File: src/rtl/opsel_alu_pkg.sv
package opsel_alu_pkg;

  typedef enum logic [2:0] {
    FN_ADD  = 3'b000,
    FN_SUB  = 3'b001,
    FN_INCA = 3'b010,
    FN_INCB = 3'b011,
    FN_AND  = 3'b100,
    FN_OR   = 3'b101,
    FN_XOR  = 3'b110,
    FN_NOTA = 3'b111
  } alu_fn_e;

  localparam int FN_W = 3;

  // the top bit of the code splits arithmetic from logic
  function automatic logic fn_is_logic(input logic [FN_W-1:0] fn);
    return fn[FN_W-1];
  endfunction

endpackage

File: src/rtl/opsel_alu_arith.sv
module opsel_alu_arith #(
  parameter int W = 8
) (
  input  logic [W-1:0] a,
  input  logic [W-1:0] b,
  input  logic [1:0]   sub_fn,
  output logic [W-1:0] sum,
  output logic         cout
);
  localparam int EW = W + 1;

  logic [W-1:0] x, y;
  logic         cin;
  logic [EW-1:0] wide;

  // one adder: operand steering and carry-in select the operation
  always_comb begin
    case (sub_fn)
      2'b00:   begin x = a; y = b;       cin = 1'b0; end
      2'b01:   begin x = a; y = ~b;      cin = 1'b1; end
      2'b10:   begin x = a; y = '0;      cin = 1'b1; end
      default: begin x = b; y = '0;      cin = 1'b1; end
    endcase
  end

  assign wide = {1'b0, x} + {1'b0, y} + {{W{1'b0}}, cin};
  assign sum  = wide[W-1:0];
  assign cout = wide[W];

endmodule

File: src/rtl/opsel_alu_logic.sv
module opsel_alu_logic #(
  parameter int W = 8
) (
  input  logic [W-1:0] a,
  input  logic [W-1:0] b,
  input  logic [1:0]   sub_fn,
  output logic [W-1:0] y
);
  always_comb begin
    case (sub_fn)
      2'b00:   y = a & b;
      2'b01:   y = a | b;
      2'b10:   y = a ^ b;
      default: y = ~a;
    endcase
  end
endmodule

File: src/rtl/opsel_alu_outreg.sv
module opsel_alu_outreg #(
  parameter int W       = 8,
  parameter bit REG_OUT = 1'b1
) (
  input  logic         clk,
  input  logic         rst,
  input  logic         d_vld,
  input  logic [W-1:0] d_res,
  input  logic         d_carry,
  input  logic         d_zero,
  output logic [W-1:0] q_res,
  output logic         q_carry,
  output logic         q_zero,
  output logic         q_vld
);
  generate
    if (REG_OUT) begin : g_reg
      always_ff @(posedge clk) begin
        if (rst) begin
          q_res   <= '0;
          q_carry <= 1'b0;
          q_zero  <= 1'b0;
          q_vld   <= 1'b0;
        end else begin
          q_vld <= d_vld;
          if (d_vld) begin
            q_res   <= d_res;
            q_carry <= d_carry;
            q_zero  <= d_zero;
          end
        end
      end
    end else begin : g_pass
      logic unused_clk;
      assign unused_clk = clk ^ rst;
      assign q_res   = d_res;
      assign q_carry = d_carry;
      assign q_zero  = d_zero;
      assign q_vld   = d_vld;
    end
  endgenerate
endmodule

File: src/rtl/opsel_alu.sv
module opsel_alu #(
  parameter int W       = 8,
  parameter bit REG_OUT = 1'b1
) (
  input  logic         clk,
  input  logic         rst,
  input  logic         in_vld,
  input  logic [W-1:0] opa,
  input  logic [W-1:0] opb,
  input  logic [2:0]   fsel,
  output logic [W-1:0] res,
  output logic         carry,
  output logic         zero,
  output logic         out_vld
);
  import opsel_alu_pkg::*;

  logic [W-1:0] arith_y, logic_y, res_c;
  logic         arith_c, carry_c, zero_c, is_log;

  opsel_alu_arith #(.W(W)) u_arith (
    .a(opa), .b(opb), .sub_fn(fsel[1:0]), .sum(arith_y), .cout(arith_c)
  );

  opsel_alu_logic #(.W(W)) u_logic (
    .a(opa), .b(opb), .sub_fn(fsel[1:0]), .y(logic_y)
  );

  assign is_log  = fn_is_logic(fsel);
  assign res_c   = is_log ? logic_y : arith_y;
  assign carry_c = is_log ? 1'b0 : arith_c;
  assign zero_c  = ~|res_c;

  opsel_alu_outreg #(.W(W), .REG_OUT(REG_OUT)) u_out (
    .clk(clk), .rst(rst), .d_vld(in_vld),
    .d_res(res_c), .d_carry(carry_c), .d_zero(zero_c),
    .q_res(res), .q_carry(carry), .q_zero(zero), .q_vld(out_vld)
  );

endmodule

File: config.mk
export PLATFORM = sky130hd
export DESIGN_NAME = opsel_alu
export DESIGN_NICKNAME = d
export VERILOG_FILES = /design/src/rtl/opsel_alu_pkg.sv /design/src/rtl/opsel_alu_arith.sv /design/src/rtl/opsel_alu_logic.sv /design/src/rtl/opsel_alu_outreg.sv /design/src/rtl/opsel_alu.sv
export SDC_FILE = /design/constraint.sdc
export NUM_CORES = 1
export LEC_CHECK = 0
export ABC_AREA = 1
export CORE_ASPECT_RATIO = 1.5
export CORE_MARGIN = 2
export CORE_UTILIZATION = 50
export CTS_BUF_LIST = sky130_fd_sc_hd__clkbuf_8 sky130_fd_sc_hd__clkbuf_16
export DETAILED_ROUTE_END_ITERATION = 8
export DONT_BUFFER_PORTS = 1
export PLACE_DENSITY = 0.72
export SYNTH_ARGS = -nofsm -noshare
export SYNTH_HDL_FRONTEND = slang
export SYNTH_SLANG_ARGS = --single-unit
File: constraint.sdc
create_clock -name clk -period 7.7 [get_ports clk]
set_input_delay 1.54 -clock clk [delete_from_list [all_inputs] [get_ports clk]]
set_output_delay 1.54 -clock clk [all_outputs]
set_load 0.02 [all_outputs]
==> results.toml, run 1 <==
[setup_path]
reg2reg_depth = 4
rr_startpoint = "u_out.q_res[1]"
crit_path_start_kind = "input port"
crit_fanout = 17
crit_required_ns = 7.88
r2r-end = "u_out.q_res[1]"
endpoint_kind = "flop"
arrival_ns = 3.57
critPathLaunch = "fsel[1]"
r2r_slack_ns = 6.91
endpoint = "u_out.q_zero"
worst-setup-path-type = "in -> reg"

[timing]
slew_headroom = 0.716
worst_slew_pin_slew_ns = 0.425
finalSetupViolCount = 0
final_hold_viol_count = 0
rsz0062_at_grt = "false"
max_freq_ghz = 0.295
fin_worst_skew_ns = 0
fin_crit_sh = 0.441
fin_ws_ns = 4.31
tns_ns = 0
maxSlewViolCount = 0
fin_crit_ns = 3.39

[synthesis]
synth_mux_area_frac = 0
syn_area_sq_um = 1540
synthAdderAreaFrac = 0.213
avgSynthCellArea_sq_um = 5.86
yosysSeqAreaShare = 0.143
yosys.area_share.simple = 0.307
netlist_instances = 263
synth-xor-area-share = 0
synth_compound_area_frac = 0.184
synth_top_family_by_area = "simple AND/OR/NAND/NOR gates"
synth_cell_types = 20
yosys_warnings = 0
ys_ff_latch = 11
syn-num-nets = 310

[final_layout]
layout-area-overhead-vs-synth_pct = 3.74
fillCellCount = 332
stdcell_area_sq_um = 1600
layout-drive-gt1-share = 0.0385
antennaDiodeCount = 0
nets = 308
multiInputGateArea_sq_um = 1080
seq_area_sq_um = 220

[die]
rows = 24
start_util = 0.529
die_h_um = 72.0
core_sq_um = 2910
fp.dieW_um = 49.3
design.portCount = 33
dieArea_sq_um = 3550

[power_and_ir_drop]
power_density_nw_per_um2 = 126
leakage_nw = 0.911
ir_drop_uv = 81.3

[clocking]
path_clk_slew_ns = 0.05
post_cts_buffers = 0
postCtsResizedCells = 0
clk-insertion-delay-late_ns = 0.24
cts_hold_buf = 0
clk_path_buf_depth = 2
clock-sinks = 11
tritoncts = "done"
clockRootBuffer = "clkbuf_8"
cts_buffers = 3
h-tree-depth = 1

[drt]
drt_iter0_drc = 29
wl_um = 3520
via_per_inst = 5.08
wl_per_cell_um = 11.8
ant_nets = 0
drc = 0
drt_pass1_iterations = 4
vias = 1520

[global_route]
grt_max_degree = 23
grt_pass1_vias = 1511
grt_pass1_wl_um = 6020
grt_overflow = 0
grt_usage = 0.210
antenna_found_initial = 0

[worst_hold_path]
hp-class = "reg -> reg"

[placement]
placedInstanceArea_sq_um = 1550
io_buffers = 0
pre_cts_ws_ns = 4.06
place.detailed.hpwl_um = 2970
gp_congestion = 0.904

[status]
outcome = "complete, no violations"

[flow_run]
drv_cap = 0
[flip-flops by register name (all words and copies together), names as in the netlist]
signal         cells
u_out.q_res        8
u_out.q_carry      1
u_out.q_vld        1
u_out.q_zero       1
[per-layer routing]
metal,vias up,track usage,wire length (um)
li1,821,-,-
met1,653,0.238,1510
met2,41,0.393,1820
met3,5,0.0206,145
met4,0,0.0889,46
met5,-,0,0
[logic make-up (layout without fill, tap and decap cells)]
group,count (synthesis),count (layout)
AND/OR/NAND/NOR,115,115
buffers and inverters,60,57
AO/OA/AOI/OAI,52,52
adder cells (fa/ha/maj),25,25
flip-flops,11,11
[placed cells by master, fill, tap and decap left out, types with 3 or more instances in the layout]
| cell type | n |
|---|---|
| nand2_1 | 71 |
| inv_1 | 52 |
| o21ai_0 | 29 |
| ha_1 | 23 |
| nand3_1 | 21 |
| nor2_1 | 19 |
| dfxtp_1 | 11 |
| a21oi_1 | 9 |
| o211ai_1 | 6 |
| o21ai_1 | 5 |
| clkbuf_8 | 3 |
[how the worst min path moves through the flow]
| stage | start | end | slack, ns | cells past startpoint |
|---|---|---|---|---|
| after floorplan | u_out.q_carry | u_out.q_carry | 0.54 | 2 |
| after CTS | u_out.q_carry | u_out.q_carry | 0.57 | 2 |
| after detailed placement | u_out.q_carry | u_out.q_carry | 0.56 | 2 |
| after global placement | u_out.q_carry | u_out.q_carry | 0.55 | 2 |
| final | u_out.q_carry | u_out.q_carry | 0.57 | 2 |
| after global routing | u_out.q_carry | u_out.q_carry | 0.60 | 2 |
[critical path, stage by stage]
cell	delay [ns]
nor2_4	0.30
nand2_1	0.07
o21ai_0	0.12
fa_1	0.27
inv_1	0.07
fa_1	0.39
inv_1	0.11
nand3_1	0.11
nand3_1	0.09
nand2_1	0.07
nand3_1	0.07
nand2_1	0.06
nor2_1	0.11
nand3_1	0.08
a21oi_2	0.11
[cell type report]
class | instances | share of cell area
Clock buffer | 3 | 0.0258
Clock inverter | 1 | 0.00235
Sequential cell | 11 | 0.138
Multi-Input combinational cell | 192 | 0.679
Inverter | 53 | 0.125
Tap cell | 39 | 0.0305
[stage by stage]
stage / power, W / hold slack, ns / utilization / instances
finish: 0.000202 / 0.568 / 0.549 / 299
global route: 0.000219 / 0.597 / 0.549 / 299
CTS: 0.000203 / 0.570 / 0.549 / 299
detailed placement: 0.000148 / 0.562 / 0.533 / 295
global placement: 0.000146 / 0.555 / 0.533 / 295
floorplan: 0.000134 / 0.535 / - / 263
[cell usage after synthesis]
master	number	area [sq um]
nand2_1	71	267
inv_1	51	191
o21ai_0	29	145
ha_1	23	288
nand3_1	21	105
nor2_1	19	71.3
dfxtp_1	11	220
a21oi_1	9	45.0
o211ai_1	6	45.0
o21ai_1	5	25.0
clkbuf_1	3	11.3
a21oi_2	2	17.5
buf_2	2	10.0
buf_4	2	15.0
fa_1	2	40.0
inv_2	2	7.51
nand2_2	2	12.5
a31oi_1	1	6.26
nand4_1	1	6.26
nor2_4	1	11.3
[power breakdown]
group          switching, W  internal (W)
registers        0.00000766     0.0000614
clock network     0.0000206     0.0000349
logic             0.0000484     0.0000288
total             0.0000767      0.000125
Note: power is estimated with default switching activity, not from simulation.
==> run 2: changes to the inputs <==
Clock period 7.7 ns to 3.5 ns, I/O delays scaled along.
==> results.toml, run 2 (synthesized netlist as in run 1, its figures left out) <==
[worst_hold_path]
whs_path_depth = 1
min_from = "rst"
whs_endpoint = "u_out.q_zero"
hp-class = "in -> reg"

[final_layout]
layout-area-overhead-vs-synth_pct = 3.74
fin_util = 0.549
largest_register_ffs = 8
fillCellCount = 329
nets = 308
stdcell_area_sq_um = 1600
top_register = "u_out.q_res"
layout_commonest_cell = "nand2_1"
antennaDiodeCount = 0
layout-drive-gt1-share = 0.0385
final_cell_mix = "nand2_1 (71), inv_1 (52), o21ai_0 (29), ha_1 (23), nand3_1 (21)"

[timing]
fin_worst_skew_ns = 0
tns_ns = 0
worst_slew_pin_slew_ns = 0.458
rsz0062_at_grt = "false"
fin_crit_sh = 0.728
finalSetupViolCount = 0
fin_crit_ns = 2.55
max_freq_ghz = 0.393
timing.hold.ws_ns = 0.523
final_hold_viol_count = 0
maxSlewViolCount = 0
slew_headroom = 0.694

[power_and_ir_drop]
leakage_nw = 0.911
power_density_nw_per_um2 = 277
ir_drop_uv = 169

[die]
dieArea_sq_um = 3550
rows = 24
fp.dieW_um = 49.3
start_util = 0.529
die_h_um = 72.0
design.portCount = 33
core_sq_um = 2910

[setup_path]
crit_required_ns = 3.67
rr_startpoint = "u_out.q_res[1]"
reg2reg_depth = 4
cpPeakStageDelay_ns = 0.39
crit_fanout = 17
worst-setup-path-type = "in -> reg"
crit_path_start_kind = "input port"
cp_slowest_cell = "fa_1"
r2r-end = "u_out.q_res[1]"
r2r_slack_ns = 2.71
crit_buf_inv = 2
critPathTopFamily = "simple AND/OR/NAND/NOR gates"
cp_common_cell = "nand3_1"
endpoint_kind = "flop"
crit_chain = "nor2_4 > nand2_1 > o21ai_0 > fa_1 > inv_1 > fa_1 > inv_1 > nand3_1 > nand3_1 > nand2_1 > nand3_1 > nand2_1 > nor2_1 > nand3_1 > a21oi_2"
arrival_ns = 2.72

[clocking]
cts_buffers = 3
clk_path_buf_depth = 2
postCtsResizedCells = 0
post_cts_buffers = 0
tritoncts = "done"
clock-sinks = 11
clockRootBuffer = "clkbuf_8"
clk-insertion-delay-late_ns = 0.23
path_clk_slew_ns = 0.05
h-tree-depth = 1
cts_hold_buf = 0

[drt]
drt_pass1_iterations = 4
vias = 1546
ant_nets = 0
wl_per_cell_um = 11.8
drc = 0
drt_iter0_drc = 33
wl_um = 3520
via_per_inst = 5.17

[placement]
io_buffers = 0
gp_congestion = 0.904
placedInstanceArea_sq_um = 1550
place.detailed.hpwl_um = 2980

[global_route]
met2_usage = 0.396
antenna_found_initial = 0
gr-usage-met3 = 0.0123
grt_usage = 0.218
grt_pass1_wl_um = 6240
grt_pass1_vias = 1514
use_met1 = 0.256
grt_max_degree = 23
grt_overflow = 0
top_usage_layer = "met2"

[status]
outcome = "complete, no violations"

[flow_run]
drv_cap = 0
[run 2: cell counts in the layout (fill, tap and decap cells not counted)]
Identical to the previous run, type by type.
[run 2: routing by layer]
metal  part of all wire  vias up  routed length (um)
met5                  0        -                   0
met4              0.033        0                 116
met3              0.036       10                 126
met2               0.50       37                1760
met1               0.43      675                1520
li1                   -      824                   -
[run 2: worst reg2reg max path: stages (launching register included)]
cell and delay, ns:
dfxtp_1 0.44, nor2_1 0.07, nor2_1 0.08, o21ai_0 0.08
inv_1 0.06
[run 2: worst max path at each step]
| stage | startpoint | endpoint | slack [ns] | cells past startpoint |
|---|---|---|---|---|
| 6_report | fsel[1] | u_out.q_zero | 0.95 | 15 |
| 4_1_cts | fsel[1] | u_out.q_zero | 0.95 | 15 |
| 3_3_place_gp | fsel[1] | u_out.q_zero | 0.80 | 15 |
| 5_1_grt | fsel[1] | u_out.q_zero | 0.67 | 15 |
| 3_5_place_dp | fsel[1] | u_out.q_zero | 0.71 | 15 |
| 2_1_floorplan | fsel[0] | u_out.q_zero | 0.62 | 17 |
[run 2: cell type report]
cell class,instances,area (sq um),share of cell area
Multi-Input combinational cell,192,1080,0.679
Sequential cell,11,220,0.138
Inverter,53,199,0.125
Tap cell,39,48.8,0.0305
Clock buffer,3,41.3,0.0258
Clock inverter,1,3.75,0.00235
[run 2: power breakdown]
| group | switching (W) | internal, W |
|---|---|---|
| clock network | 0.0000434 | 0.0000766 |
| registers | 0.0000168 | 0.000135 |
| logic | 0.000106 | 0.0000635 |
[run 2: metrics by stage]
stage,total power [W],std cells,setup WS (ns)
floorplan,0.000295,263,0.624
global placement,0.000321,295,0.799
detailed placement,0.000325,295,0.706
CTS,0.000446,299,0.945
global route,0.000481,299,0.674
finish,0.000442,299,0.953
